### src/rtl/flash_cal_pkg.sv
package flash_cal_pkg;
  localparam int REG_AW = 3;
  localparam int CODE_W = 4;
  localparam int NIB_W  = 4;

  localparam logic [REG_AW-1:0] A_CTRL   = 3'd0;
  localparam logic [REG_AW-1:0] A_FADDR  = 3'd1;
  localparam logic [REG_AW-1:0] A_LEN    = 3'd2;
  localparam logic [REG_AW-1:0] A_CSUM   = 3'd3;
  localparam logic [REG_AW-1:0] A_CS0    = 3'd4;
  localparam logic [REG_AW-1:0] A_TIMING = 3'd5;
  localparam logic [REG_AW-1:0] A_STATUS = 3'd6;

  localparam int CTL_START    = 0;
  localparam int CTL_CAL      = 1;
  localparam int CTL_CODE_LSB = 4;
  localparam int CTL_DLY_LSB  = 8;
  localparam int CS0_CLK_LSB  = 8;
  localparam int TUNABLE_MAX  = 5;

  typedef enum logic [2:0] {
    ST_IDLE,
    ST_CAL,
    ST_ISSUE,
    ST_WAIT,
    ST_FIN
  } eng_state_t;
endpackage

### src/rtl/flash_cal_decode.sv
module flash_cal_decode
  import flash_cal_pkg::*;
#(
  parameter int CW = CODE_W
) (
  input  logic [CW-1:0] code,
  output logic [CW:0]   divisor,
  output logic          tunable
);
  localparam int NSLOT = 1 << CW;
  localparam int HALF  = NSLOT / 2;

  logic [NSLOT-1:0] hit;

  // Slot g holds divisor g+1; even slots run down from the top code,
  // odd slots run down from the middle code.
  for (genvar g = 0; g < NSLOT; g++) begin : g_slot
    localparam int SLOT_CODE = ((g % 2) == 0) ? (NSLOT - 1 - g / 2) : (HALF - 1 - g / 2);
    assign hit[g] = (code == SLOT_CODE[CW-1:0]);
  end

  always_comb begin
    divisor = '0;
    for (int i = 0; i < NSLOT; i++) begin
      if (hit[i]) divisor = divisor | (CW+1)'(i + 1);
    end
  end

  assign tunable = (divisor != '0) && (divisor <= (CW+1)'(TUNABLE_MAX));
endmodule

### src/rtl/flash_cal_fsm.sv
module flash_cal_fsm
  import flash_cal_pkg::*;
(
  input  logic clk,
  input  logic rst_n,
  input  logic start_req,
  input  logic cal_en,
  input  logic len_zero,
  input  logic req_ready,
  input  logic rsp_valid,
  output logic busy,
  output logic cal_apply,
  output logic req_valid,
  output logic rsp_ready,
  output logic beat,
  output logic fin
);
  eng_state_t state, state_nx;

  always_comb begin
    state_nx = state;
    unique case (state)
      ST_IDLE:  if (start_req) state_nx = cal_en ? ST_CAL : ST_ISSUE;
      ST_CAL:   state_nx = ST_ISSUE;
      ST_ISSUE: begin
        if (len_zero)       state_nx = ST_FIN;
        else if (req_ready) state_nx = ST_WAIT;
      end
      ST_WAIT:  if (rsp_valid) state_nx = ST_ISSUE;
      ST_FIN:   state_nx = ST_IDLE;
      default:  state_nx = ST_IDLE;
    endcase
  end

  always_ff @(posedge clk or negedge rst_n) begin
    if (!rst_n) state <= ST_IDLE;
    else        state <= state_nx;
  end

  assign busy      = (state != ST_IDLE);
  assign cal_apply = (state == ST_CAL);
  assign req_valid = (state == ST_ISSUE) && !len_zero;
  assign rsp_ready = (state == ST_WAIT);
  assign beat      = rsp_ready && rsp_valid;
  assign fin       = (state == ST_FIN);


  done_single_chk: assert property (@(posedge clk) disable iff (!rst_n)
    fin |=> !fin);


  one_outstanding_chk: assert property (@(posedge clk) disable iff (!rst_n)
    !(req_valid && rsp_ready));


  req_hold_chk: assert property (@(posedge clk) disable iff (!rst_n)
    (req_valid && !req_ready) |=> req_valid);
endmodule

### src/rtl/flash_cal_regs.sv
module flash_cal_regs
  import flash_cal_pkg::*;
#(
  parameter int DW = 32
) (
  input  logic              clk,
  input  logic              rst_n,
  input  logic              reg_we,
  input  logic [REG_AW-1:0] reg_addr,
  input  logic [DW-1:0]     reg_wdata,
  output logic [DW-1:0]     reg_rdata,
  input  logic              busy,
  input  logic              start_req,
  input  logic              cal_apply,
  input  logic [CODE_W:0]   divisor,
  input  logic              tunable,
  input  logic              beat,
  input  logic [DW-1:0]     beat_data,
  input  logic              fin,
  output logic [CODE_W-1:0] cal_code,
  output logic [DW-1:0]     flash_addr,
  output logic              len_zero
);
  localparam int STEP  = DW / 8;
  localparam int LSB_W = $clog2(DW);

  logic [DW-1:0] ctrl_q, len_q, csum_q, cs0_q, timing_q;
  logic          done_flag;
  logic [NIB_W-1:0]  delay;
  logic [CODE_W-1:0] div_m1;
  logic [LSB_W-1:0]  nib_lsb;

  assign cal_code = ctrl_q[CTL_CODE_LSB +: CODE_W];
  assign delay    = ctrl_q[CTL_DLY_LSB +: NIB_W];
  assign div_m1   = CODE_W'(divisor - (CODE_W+1)'(1));
  assign nib_lsb  = LSB_W'(div_m1) * LSB_W'(NIB_W);
  assign len_zero = (len_q == '0);

  always_ff @(posedge clk or negedge rst_n) begin
    if (!rst_n) begin
      ctrl_q     <= '0;
      flash_addr <= '0;
      len_q      <= '0;
      csum_q     <= '0;
      cs0_q      <= '0;
      timing_q   <= '0;
      done_flag  <= 1'b0;
    end else begin
      if (reg_we && !busy) begin
        unique case (reg_addr)
          A_CTRL:   ctrl_q     <= reg_wdata & ~(DW'(1) << CTL_START);
          A_FADDR:  flash_addr <= reg_wdata;
          A_LEN:    len_q      <= reg_wdata;
          A_CS0:    cs0_q      <= reg_wdata;
          A_TIMING: timing_q   <= reg_wdata;
          default:  ;
        endcase
      end
      if (start_req) begin
        csum_q    <= '0;
        done_flag <= 1'b0;
      end
      if (cal_apply) begin
        cs0_q[CS0_CLK_LSB +: CODE_W] <= div_m1;
        if (tunable) timing_q[nib_lsb +: NIB_W] <= delay;
      end
      if (beat) begin
        csum_q     <= csum_q + beat_data;
        flash_addr <= flash_addr + DW'(STEP);
        len_q      <= (len_q <= DW'(STEP)) ? '0 : len_q - DW'(STEP);
      end
      if (fin) done_flag <= 1'b1;
    end
  end

  always_comb begin
    unique case (reg_addr)
      A_CTRL:   reg_rdata = ctrl_q;
      A_FADDR:  reg_rdata = flash_addr;
      A_LEN:    reg_rdata = len_q;
      A_CSUM:   reg_rdata = csum_q;
      A_CS0:    reg_rdata = cs0_q;
      A_TIMING: reg_rdata = timing_q;
      A_STATUS: reg_rdata = {{(DW-2){1'b0}}, done_flag, busy};
      default:  reg_rdata = '0;
    endcase
  end


  slow_div_timing_chk: assert property (@(posedge clk) disable iff (!rst_n)
    (cal_apply && !tunable) |=> $stable(timing_q));


  busy_len_write_chk: assert property (@(posedge clk) disable iff (!rst_n)
    (busy && reg_we && reg_addr == A_LEN && !beat) |=> $stable(len_q));


  csum_quiet_chk: assert property (@(posedge clk) disable iff (!rst_n)
    (!beat && !start_req) |=> $stable(csum_q));
endmodule

### src/rtl/flash_cal_engine.sv
module flash_cal_engine
  import flash_cal_pkg::*;
#(
  parameter int DW = 32
) (
  input  logic              clk,
  input  logic              rst_n,
  input  logic              reg_we,
  input  logic [REG_AW-1:0] reg_addr,
  input  logic [DW-1:0]     reg_wdata,
  output logic [DW-1:0]     reg_rdata,
  output logic              rd_req_valid,
  input  logic              rd_req_ready,
  output logic [DW-1:0]     rd_req_addr,
  input  logic              rd_rsp_valid,
  output logic              rd_rsp_ready,
  input  logic [DW-1:0]     rd_rsp_data,
  output logic              done
);
  logic              busy, start_req, cal_apply, beat, fin, len_zero, tunable;
  logic [CODE_W-1:0] cal_code;
  logic [CODE_W:0]   divisor;

  assign start_req = reg_we && (reg_addr == A_CTRL) && reg_wdata[CTL_START] && !busy;
  assign done      = fin;

  flash_cal_fsm u_fsm (
    .clk       (clk),
    .rst_n     (rst_n),
    .start_req (start_req),
    .cal_en    (reg_wdata[CTL_CAL]),
    .len_zero  (len_zero),
    .req_ready (rd_req_ready),
    .rsp_valid (rd_rsp_valid),
    .busy      (busy),
    .cal_apply (cal_apply),
    .req_valid (rd_req_valid),
    .rsp_ready (rd_rsp_ready),
    .beat      (beat),
    .fin       (fin)
  );

  flash_cal_decode #(.CW(CODE_W)) u_dec (
    .code    (cal_code),
    .divisor (divisor),
    .tunable (tunable)
  );

  flash_cal_regs #(.DW(DW)) u_regs (
    .clk        (clk),
    .rst_n      (rst_n),
    .reg_we     (reg_we),
    .reg_addr   (reg_addr),
    .reg_wdata  (reg_wdata),
    .reg_rdata  (reg_rdata),
    .busy       (busy),
    .start_req  (start_req),
    .cal_apply  (cal_apply),
    .divisor    (divisor),
    .tunable    (tunable),
    .beat       (beat),
    .beat_data  (rd_rsp_data),
    .fin        (fin),
    .cal_code   (cal_code),
    .flash_addr (rd_req_addr),
    .len_zero   (len_zero)
  );


  req_addr_stable_chk: assert property (@(posedge clk) disable iff (!rst_n)
    (rd_req_valid && !rd_req_ready) |=> $stable(rd_req_addr));


  done_idle_chk: assert property (@(posedge clk) disable iff (!rst_n)
    done |=> !rd_req_valid && !rd_rsp_ready);
endmodule

### config.mk
export PLATFORM = sky130hd
export DESIGN_NAME = flash_cal_engine
export DESIGN_NICKNAME = d
export VERILOG_FILES = /design/src/rtl/flash_cal_pkg.sv /design/src/rtl/flash_cal_decode.sv /design/src/rtl/flash_cal_fsm.sv /design/src/rtl/flash_cal_regs.sv /design/src/rtl/flash_cal_engine.sv
export SDC_FILE = /design/constraint.sdc
export NUM_CORES = 1
export LEC_CHECK = 0
export BUFFER_PORTS_ARGS = -buffer_cell sky130_fd_sc_hd__buf_2
export CAP_MARGIN = 20
export CORE_MARGIN = 2
export CORE_UTILIZATION = 55
export CTS_CLUSTER_DIAMETER = 60
export CTS_CLUSTER_SIZE = 20
export DETAILED_ROUTE_END_ITERATION = 8
export GPL_ROUTABILITY_DRIVEN = 0
export PLACE_DENSITY = 0.76
export SETUP_SLACK_MARGIN = 0.05
export SYNTH_ARGS = -nofsm -noshare
export SYNTH_HDL_FRONTEND = slang
export SYNTH_HIERARCHICAL = 1
export SYNTH_SLANG_ARGS = --single-unit
### constraint.sdc
create_clock -name clk -period 3.3 [get_ports clk]
set_input_delay 0.495 -clock clk [delete_from_list [all_inputs] [get_ports clk]]
set_output_delay 0.495 -clock clk [all_outputs]
set_load 0.1 [all_outputs]
After elaboration in Yosys (flattened, before gate mapping)
Cells that the tools add are included.
{ "classes": {"eq_ne": 28, "n_shift": 2, "n_lt_le_gt_ge": 2, "muxes": 42, "n_addsub": 5, "reduce_logical": 28} }
{ "ops": {"columns": ["cell", "count"], "rows": [
  ["2-to-1 mux 32 bit", 13],
  ["case mux 32 bit (7 select lines)", 1],
  ["2-to-1 mux 4 bit", 9],
  ["adder 32 x 3 -> 32 bit (second input constant)", 1],
  ["adder 32 bit", 1],
  ["bitwise mux 32 bit", 1],
  ["== test 4 bit (second input constant)", 8],
  ["<= comparator 32 x 3 -> 1 bit (second input constant)", 1],
  ["zero test 32 bit", 1],
  ["variable shift 4 x 7 -> 32 bit (first input constant)", 1],
  ["indexed part select 4 x 7 -> 32 bit", 1],
  ["subtractor 32 x 3 -> 32 bit (second input constant)", 1],
  ["2-to-1 mux 12 bit", 2],
  ["2-to-1 mux 3 bit", 8],
  ["== test 4 x 3 -> 1 bit (second input constant)", 4],
  ["nonzero test 2 bit", 7],
  ["== test 3 x 2 -> 1 bit (second input constant)", 4],
  ["== test 3 bit (second input constant)", 4],
  ["case mux 3 bit (4 select lines)", 1],
  ["AND reduction 2 bit", 5],
  ["== test 4 x 2 -> 1 bit (second input constant)", 2],
  ["logical AND 1 bit", 7],
  ["negator 5 -> 7 bit", 1],
  ["== test 3 x 1 -> 1 bit (second input constant)", 2],
  ["other kinds (14)", 21]
]} }
{ "word_totals": {"word_cells": 116, "reg_bits": 195} }

Logic depth before layout (Yosys ltp)
Gate-level depths: netlist of run 1.
{ "depth": {"depth_word": 23, "mapped_depth": 11} }

By module
The synthesis of run 1 kept the hierarchy.
{ "by_module_without_submodules": {"columns": ["module", "instances", "seq_area_each_um2", "cells_per_inst", "area_each_um2"], "rows": [
  ["flash_cal_regs", 1, 4804.6, 1276, 11629.9],
  ["flash_cal_fsm", 1, 75.1, 19, 207.7],
  ["flash_cal_decode", 1, 0.0, 9, 60.1],
  ["flash_cal_engine", 1, 0.0, 2, 21.3]
]} }

Least setup slack after synthesis of run 1
Ideal clock, no wire load.
{ "synth_path": {"kind": "reg2out", "from": "register u_regs.len_q[2]", "to": "output rd_req_valid", "arrival_ns": 4.220, "stages_incl_launch_ff": 8, "setup_slack_ns": -1.415, "path_cell_list": "dfrtp_1 inv_1 ha_1 nand2_1 nor3_1 nand2_1 nor4_1 nor4b_1"} }
{ "synth_via": {"elab_chain_cells": 3} }
{ "synth_lines": {"columns": ["element", "line_no", "text"], "rows": [
  ["start, declared", "flash_cal_regs.sv:27", "logic [DW-1:0] ctrl_q, len_q, csum_q, cs0_q, timing_q;"],
  ["start signal, assigned", "flash_cal_regs.sv:53", "A_LEN: len_q <= reg_wdata;"],
  ["start signal, assigned", "flash_cal_regs.sv:70", "len_q <= (len_q <= DW'(STEP)) ? '0 : len_q - DW'(STEP);"],
  ["zero test 32 bit", "flash_cal_regs.sv:37", "assign len_zero = (len_q == '0);"],
  ["net len_zero", "flash_cal_engine.sv:20", "logic busy, start_req, cal_apply, beat, fin, len_zero, tunable;"],
  ["zero test 1 bit", "flash_cal_fsm.sv:42", "assign req_valid = (state == ST_ISSUE) && !len_zero;"],
  ["logical AND 1 bit", "flash_cal_fsm.sv:42", null],
  ["end, declared", "flash_cal_engine.sv:12", "output logic rd_req_valid,"]
]} }
The timed path passes the listed nets, and every way through them passes these cells.

Final worst setup path of run 1
{ "layout_path": {"from": "register u_regs.len_q[10]", "to": "output rd_req_valid"} }
The elaborated chain is that of the path after synthesis.

==> flow_summary.json, run 1 <==
{
  "viasPerCell": 6.84,
  "p_leak_nw": 6.33,
  "clock.fmax_ghz": 0.316,
  "p_sw_mw": 5.35,
  "hold_class": "in2async",
  "cts_root_buffer": "clkbuf_16",
  "drive_gt1_frac": 0.226,
  "nFillCells": 1682,
  "syn_area_mm2": 0.0119,
  "worstReg2RegEnd": "u_regs/len_q[19]",
  "postCtsHoldBufs": 0,
  "antenna_found_initial": 0,
  "endpoint_kind": "output port",
  "grt_pass1_vias": 10951,
  "total_power_mw": 11.1,
  "coreArea_mm2": 0.0212,
  "pwr-share-comb": 0.482,
  "htreeDepth": 4,
  "period_needed_ps": 3170,
  "n_antenna_cell": 0,
  "clk_latency_ps": 440,
  "cap_violations": 0,
  "rsz0062_at_grt": "false",
  "syn_nets": 1419,
  "die_w_um": 151,
  "hold_viol_final": 0,
  "seq_area_mm2": 0.00488,
  "period_share": 0.960,
  "maxSlewViolCount": 0,
  "p_clk_frac": 0.188,
  "clockBufferDepth": 2,
  "track_usage": 0.367,
  "p_int_mw": 5.72,
  "setup_viol": 0,
  "drc": 0,
  "placedCellCount": 1683,
  "vias": 11736,
  "p_sw_frac": 0.483,
  "seq_power_share": 0.329,
  "cp_max_fo": 6,
  "grt_max_degree": 79,
  "yosysWarnings": 6,
  "clkTransAtPathRegs_ps": 80,
  "crit_path_end": "rd_req_valid",
  "finClkSkew_ps": 10.9,
  "antenna_left": 0,
  "start_util": 0.563,
  "place_ws_ps": 128,
  "multiInputGateArea_mm2": 0.00666,
  "max-slew-margin-rel": 0.513,
  "cts_tree": "yes",
  "ir_drop_mv": 0.677,
  "grt_pass1_wl_um": 62800,
  "cts_inserted_buffers": 17,
  "tightest_slew_ps": 730,
  "totalWireLength_um": 41300,
  "setup_ws_ps": 131,
  "wl_per_cell_um": 24.1,
  "dp_hpwl_um": 29500,
  "io-pin-count": 139,
  "reg2reg_from": "u_regs/len_q[19]",
  "fp.dieArea_mm2": 0.0229,
  "layout.nets": 1543,
  "core.rowCount": 53,
  "r2r_slack_ps": 210,
  "drt_first_pass_iters": 6,
  "synthCells": 1305,
  "fin_tns_setup_ps": 0,
  "crit_type": "reg2out",
  "synthToLayoutAreaGrowth_pct": 18.7,
  "status": "completed",
  "die_y_um": 151,
  "io_buffer_count": 138,
  "critical_path.startpoint_type": "flop",
  "drt_iter0_drc": 1872,
  "avgSynthCellArea_um2": 9.13,
  "worstPathRequired_ps": 2800,
  "fin_cells": 1717,
  "overflow": 0,
  "crit_arrival_ps": 2670,
  "reg2reg_depth": 9,
  "clock_sinks": 195,
  "post-route-util": 0.668,
  "p_per_area_mw_per_mm2": 784,
  "startpoint": "u_regs/len_q[10]"
}
[critical path, cell delays in order, from the launching register on]
cell	delay, ps
dfrtp_1	440
or4_4	570
nor3_4	270
and2_4	200
nand2_2	110
nor4_2	190
buf_4	200
nor4b_4	50
buf_6	200
[how the worst min path moves through the flow]
stage                       from           endpoint  slack (ps)  cells after the start
3_5_place_dp   u_regs/ctrl_q[16]  u_regs/ctrl_q[16]         480                      2
4_1_cts                    rst_n  u_regs/csum_q[25]         110                      1
2_1_floorplan              rst_n     u_fsm/state[0]         200                      0
5_1_grt                    rst_n  u_regs/csum_q[25]         130                      1
3_3_place_gp    u_regs/cs0_q[16]   u_regs/cs0_q[16]         470                      2
6_report                   rst_n  u_regs/csum_q[25]          90                      1
[power groups by stage]
stage | Combinational [mW] | Sequential (mW) | Clock, mW
after floorplan | 3.04 | 4.21 | 0
after global placement | 5.09 | 3.63 | 0
after detailed placement | 5.16 | 3.65 | 0
after CTS | 5.22 | 3.61 | 2.10
after global routing | 5.69 | 3.69 | 2.19
final | 5.34 | 3.65 | 2.09
[registers in the layout, indices dropped and copies added, names as in the netlist]
name / cells
u_regs/done_flag: 1
u_regs/timing_q: 32
u_regs/len_q: 32
u_fsm/state: 3
u_regs/cs0_q: 32
u_regs/csum_q: 32
u_regs/flash_addr: 32
u_regs/ctrl_q: 31
[area by class of cell]
type	instances	share of cell area
multi-input combinational	1007	0.471
clock inverter	14	0.0104
inverter	27	0.00717
timing repair buffer	181	0.111
sequential	195	0.345
clock buffer	18	0.0311
tap	275	0.0243
[per-stage QoR]
stage | area [um2] | hold slack (ps)
after floorplan | 11900 | 199
after global placement | 13500 | 468
after detailed placement | 13500 | 476
after CTS | 14100 | 111
after global routing | 14100 | 128
final | 14100 | 91.2
[timing repair]
action / 4_1_cts / 5_1_grt
setup endpoints to repair: 1 / 1
gates resized for setup: 6 / 3
cloned: 0 / 0
pin swaps: 0 / 2
buffers inserted: 0 / 2
[cells in the final DEF, fill, tap and decap left out, types with 7 or more instances in the layout]
master,count
a211oi_1,15
a21o_1,15
a21oi_1,77
a221o_1,7
a22oi_1,96
a311oi_1,9
a31oi_1,7
and3_1,18
buf_12,37
buf_2,106
buf_4,36
clkbuf_16,17
dfrtp_1,194
ha_1,41
inv_1,26
mux2_2,81
mux2i_1,12
nand2_1,158
nand3_1,57
nand4_1,12
nor2_1,70
nor3_1,35
nor4_1,8
o211ai_1,7
o21a_1,9
o21ai_0,122
o22ai_1,18
or3_1,7
xnor2_1,14
xor2_1,16
[layer usage]
metal / GRT usage / share of wire
met5: 0 / 0
met1: 0.506 / 0.39
met4: 0.195 / 0.059
met3: 0.0666 / 0.12
met2: 0.552 / 0.44
No activity file was read; power rests on OpenSTA's default activity.
==> run 2, diff against run 1 <==
- clock period: 3.3 -> 3.65 ns (I/O delays scaled with it)
==> flow_summary.json, run 2 (synthesized netlist as in run 1, its figures left out) <==
{
  "total_power_mw": 9.91,
  "slowest_delay_ps": 560,
  "post-route-util": 0.653,
  "slowest_stage": "or4_1",
  "clock.fmax_ghz": 0.285,
  "tightest_slew_ps": 855,
  "maxSlewViolCount": 0,
  "totalWireLength_um": 41200,
  "seq_area_mm2": 0.00488,
  "antenna_found_initial": 0,
  "setup_ws_ps": 145,
  "place_ws_ps": 346,
  "period_share": 0.960,
  "drt_first_pass_iters": 6,
  "whs_ps": 169,
  "p_per_area_mw_per_mm2": 717,
  "placedCellCount": 1675,
  "max-slew-margin-rel": 0.430,
  "cts_root_buffer": "clkbuf_16",
  "grt_pass1_vias": 10765,
  "crit_chain": "or4_1, nor3_2, and2_1, nand2_1, nor4_1, buf_4, nor4b_2, buf_2",
  "cap_violations": 0,
  "cts_tree": "yes",
  "placed_area_mm2": 0.0132,
  "layout.nets": 1533,
  "cts_resized": 0,
  "vias": 11723,
  "cts_inserted_buffers": 17,
  "start_util": 0.563,
  "core.rowCount": 53,
  "design_area_mm2": 0.0138,
  "finClkSkew_ps": 9.07,
  "most-common-layout-cells": "dfrtp_1, nand2_1, o21ai_0",
  "drt_iter0_drc": 1738,
  "grt_max_degree": 98,
  "cp_max_fo": 7,
  "htreeDepth": 4,
  "io_buffer_count": 138,
  "p_leak_nw": 6.23,
  "fp.dieArea_mm2": 0.0229,
  "fin_cells": 1707,
  "drive_gt1_frac": 0.218,
  "fin_tns_setup_ps": 0,
  "nFillCells": 1733,
  "critical_path.startpoint_type": "flop",
  "cts_setup_buffers": 0,
  "synthToLayoutAreaGrowth_pct": 15.9,
  "clock_sinks": 195,
  "final_common_cell": "dfrtp_1",
  "hold_class": "in2async",
  "wl_per_cell_um": 24.1,
  "ir_drop_mv": 0.714,
  "overflow": 0,
  "die_w_um": 151,
  "hold_viol_final": 0,
  "track_usage": 0.360,
  "crit_arrival_ps": 2960,
  "status": "completed",
  "clockBufferDepth": 2,
  "postCtsHoldBufs": 0,
  "clk_latency_ps": 440,
  "grt_pass1_wl_um": 61700,
  "period_needed_ps": 3510,
  "drc": 0,
  "setup_viol": 0,
  "worstPathRequired_ps": 3100,
  "antenna_left": 0,
  "io-pin-count": 139,
  "endpoint_kind": "output port",
  "die_y_um": 151,
  "viasPerCell": 6.87,
  "multiInputGateArea_mm2": 0.00663,
  "clkTransAtPathRegs_ps": 70,
  "dp_hpwl_um": 29000,
  "n_antenna_cell": 0,
  "rsz0062_at_grt": "false",
  "coreArea_mm2": 0.0212,
  "crit_type": "reg2out"
}
## run 2: changes by cell type in the layout (fill, tap and decap cells not counted), moves of 2 or more
cell and change:
clkinv_4 -3, buf_12 -16, bufinv_16 +2, buf_4 -7, clkinv_2 +4, inv_8 -2, buf_2 +14
## run 2: worst max-delay path: cells and delay by family, from the launching register on
| kind | cells | cell delay (ps) |
|---|---|---|
| AND/OR/NAND/NOR | 6 | 1560 |
| flip-flops | 1 | 450 |
| buffers and inverters | 2 | 500 |
## run 2: layout make-up
cell class | count | area share
clock inverter | 15 | 0.0130
inverter | 27 | 0.00734
sequential | 195 | 0.353
clock buffer | 17 | 0.0308
tap | 275 | 0.0249
multi-input combinational | 1007 | 0.480
timing repair buffer | 171 | 0.0907
## run 2: final timing paths
path	start	end	slack, ps	cells after the start
worst max-delay path	u_regs/len_q[9]	rd_req_valid	140	8
worst min register to register	u_regs/cs0_q[16]	u_regs/cs0_q[16]	490	2
max in group asynchronous	rst_n	u_regs/ctrl_q[9]	2650	2
min in group clk	rd_rsp_valid	u_fsm/state[0]	310	2
worst min-delay path	rst_n	u_regs/csum_q[25]	170	1
worst max register to register	u_regs/csum_q[1]	u_regs/csum_q[29]	360	9
## run 2: power breakdown
| group | leakage [nW] | switching (mW) | internal [mW] |
|---|---|---|---|
| combinational | 3.55 | 3.25 | 1.41 |
| clock | 0.292 | 0.874 | 1.09 |
| sequential | 2.39 | 0.670 | 2.62 |
## run 2: layer usage
| layer | global-route usage | vias up | share of wire |
|---|---|---|---|
| met4 | 0.191 | 0 | 0.055 |
| met1 | 0.500 | 5579 | 0.40 |
| met5 | 0 | - | 0 |
| met3 | 0.0539 | 172 | 0.11 |
| li1 | - | 5113 | - |
| met2 | 0.547 | 859 | 0.44 |
==> run 3, diff against run 2 <==
- SYNTH_HIERARCHICAL: 1 -> default
==> flow_summary.json, run 3 <==
{
  "cts_resized": 0,
  "antenna_left": 0,
  "cts_tree": "yes",
  "grt_pass1_wl_um": 56900,
  "syn_area_mm2": 0.0117,
  "grt_max_degree": 79,
  "crit_type": "reg2out",
  "period_share": 0.892,
  "htreeDepth": 4,
  "synthFlopType": "dfrtp_1",
  "drt_first_pass_iters": 6,
  "cts_setup_buffers": 0,
  "yosysTopAreaCellShare": 0.417,
  "clk_latency_ps": 440,
  "period_needed_ps": 3260,
  "p_per_area_mw_per_mm2": 731,
  "nFillCells": 1789,
  "routedLengthMet1_um": 15200,
  "synth-seq-cells": 195,
  "hold_viol_final": 0,
  "topRoutingLayerUsed": "met4",
  "fin_tns_setup_ps": 0,
  "ys_seq_area_frac": 0.417,
  "maxSlewViolCount": 0,
  "max-slew-margin-rel": 0.460,
  "overflow": 0,
  "clkTransAtPathRegs_ps": 70,
  "viasPerCell": 6.60,
  "r2r_slack_ps": 640,
  "wl_met3_um": 3500,
  "ir_drop_mv": 0.425,
  "track_usage": 0.331,
  "critical_path.startpoint_type": "flop",
  "worstPathRequired_ps": 3100,
  "ys_types": 68,
  "routed-wl-met2_um": 16700,
  "synthCells": 1275,
  "vias": 10985,
  "setup_ws_ps": 395,
  "cts_inserted_buffers": 17,
  "status": "completed",
  "rsz0062_at_grt": "false",
  "yosysMostFrequentCell": "dfrtp_1",
  "clockBufferDepth": 2,
  "synthTopCellsByCount": "dfrtp_1, nand2_1, a22oi_1",
  "most-common-layout-cells": "dfrtp_1, buf_2, nand2_1",
  "p_leak_nw": 6.36,
  "postSynth.asyncResetShare": 1.00,
  "clock.fmax_ghz": 0.307,
  "synth-edff-count": 0,
  "fin_cells": 1664,
  "place_ws_ps": 413,
  "crit_arrival_ps": 2710,
  "n_antenna_cell": 0,
  "die_y_um": 150,
  "layout.nets": 1491,
  "grt_pass1_vias": 10288,
  "coreArea_mm2": 0.0210,
  "clock_sinks": 195,
  "io-pin-count": 139,
  "drive_gt1_frac": 0.210,
  "syn_nets": 1388,
  "drc": 0,
  "cap_violations": 0,
  "finClkSkew_ps": 8.28,
  "yosysWarnings": 0,
  "totalWireLength_um": 36800,
  "dp_hpwl_um": 26100,
  "synth_top_area_cell": "dfrtp_1",
  "avgSynthCellArea_um2": 9.18,
  "postCtsHoldBufs": 0,
  "drt_iter0_drc": 1396,
  "synthToLayoutAreaGrowth_pct": 14.2,
  "fp.dieArea_mm2": 0.0225,
  "antenna_found_initial": 0,
  "tightest_slew_ps": 806,
  "cts_root_buffer": "clkbuf_16",
  "core.rowCount": 53,
  "start_util": 0.559,
  "wl_per_cell_um": 22.1,
  "placedCellCount": 1634,
  "final_common_cell": "dfrtp_1",
  "ys_top_cells_by_area": "dfrtp_1, mux2_2, a22oi_1",
  "setup_viol": 0,
  "io_buffer_count": 138,
  "endpoint_kind": "output port",
  "hold_class": "in2async",
  "die_w_um": 150,
  "cp_max_fo": 7
}
run 3: critical path, stage by stage (launching register included):
cell     delay (ps)
dfrtp_1         470
or3_4           380
or3_4           370
nor3_2          240
nand4_2         230
nor2_1          190
nor2_1           80
buf_2           290
run 3: final cells by class:
class                      instances  area [um2]  share of cell area
inverter                          23        86.3             0.00646
sequential                       195        4880               0.365
clock inverter                    12         201              0.0151
clock buffer                      18         439              0.0329
tap                              275         344              0.0258
multi-input combinational        976        6430               0.481
timing repair buffer             165         977              0.0731
run 3: cells by family after synthesis:
kind of cell	count (synthesis)	synth area share
muxes	97	0.0907
DFF	195	0.417
adders and majority gates	41	0.0445
buffers and inverters	104	0.0352
xor gates and xnor gates	31	0.0232
and+or+nand+nor	434	0.178
AOI/OAI and AO/OA	373	0.212
run 3: power by group:
part | switching, mW | total, mW | internal [mW]
Combinational | 2.87 | 4.32 | 1.45
Clock | 0.857 | 2.09 | 1.23
Sequential | 0.663 | 3.36 | 2.69
Total | 4.39 | 9.76 | 5.38
run 3: layer usage:
| metal | GRT usage | vias to the layer above |
|---|---|---|
| li1 | - | 4939 |
| met1 | 0.475 | 5341 |
| met2 | 0.505 | 602 |
| met3 | 0.0506 | 103 |
| met4 | 0.126 | 0 |
| met5 | 0 | - |
run 3: path summary, 6_finish.rpt:
path | start | endpoint | cells past startpoint
max in group asynchronous | rst_n | u_regs.cs0_q[24] | 2
hold reg to reg | u_regs.done_flag | u_regs.done_flag | 1
setup / recovery | u_regs.len_q[24] | rd_req_valid | 7
setup reg to reg | u_regs.len_q[4] | u_regs.len_q[30] | 8
hold / removal | rst_n | u_regs.ctrl_q[1] | 1
min in group clk | rd_req_ready | u_fsm.state[0] | 2
run 3: through the flow:
step,area (um2),utilization,total power [mW],hold slack (ps)
2_1_floorplan,11700,-,6.56,252
3_3_place_gp,12700,0.607,7.49,460
3_5_place_dp,12700,0.607,7.61,460
4_1_cts,13400,0.638,9.69,167
5_1_grt,13400,0.638,10.3,170
6_report,13400,0.638,9.76,121
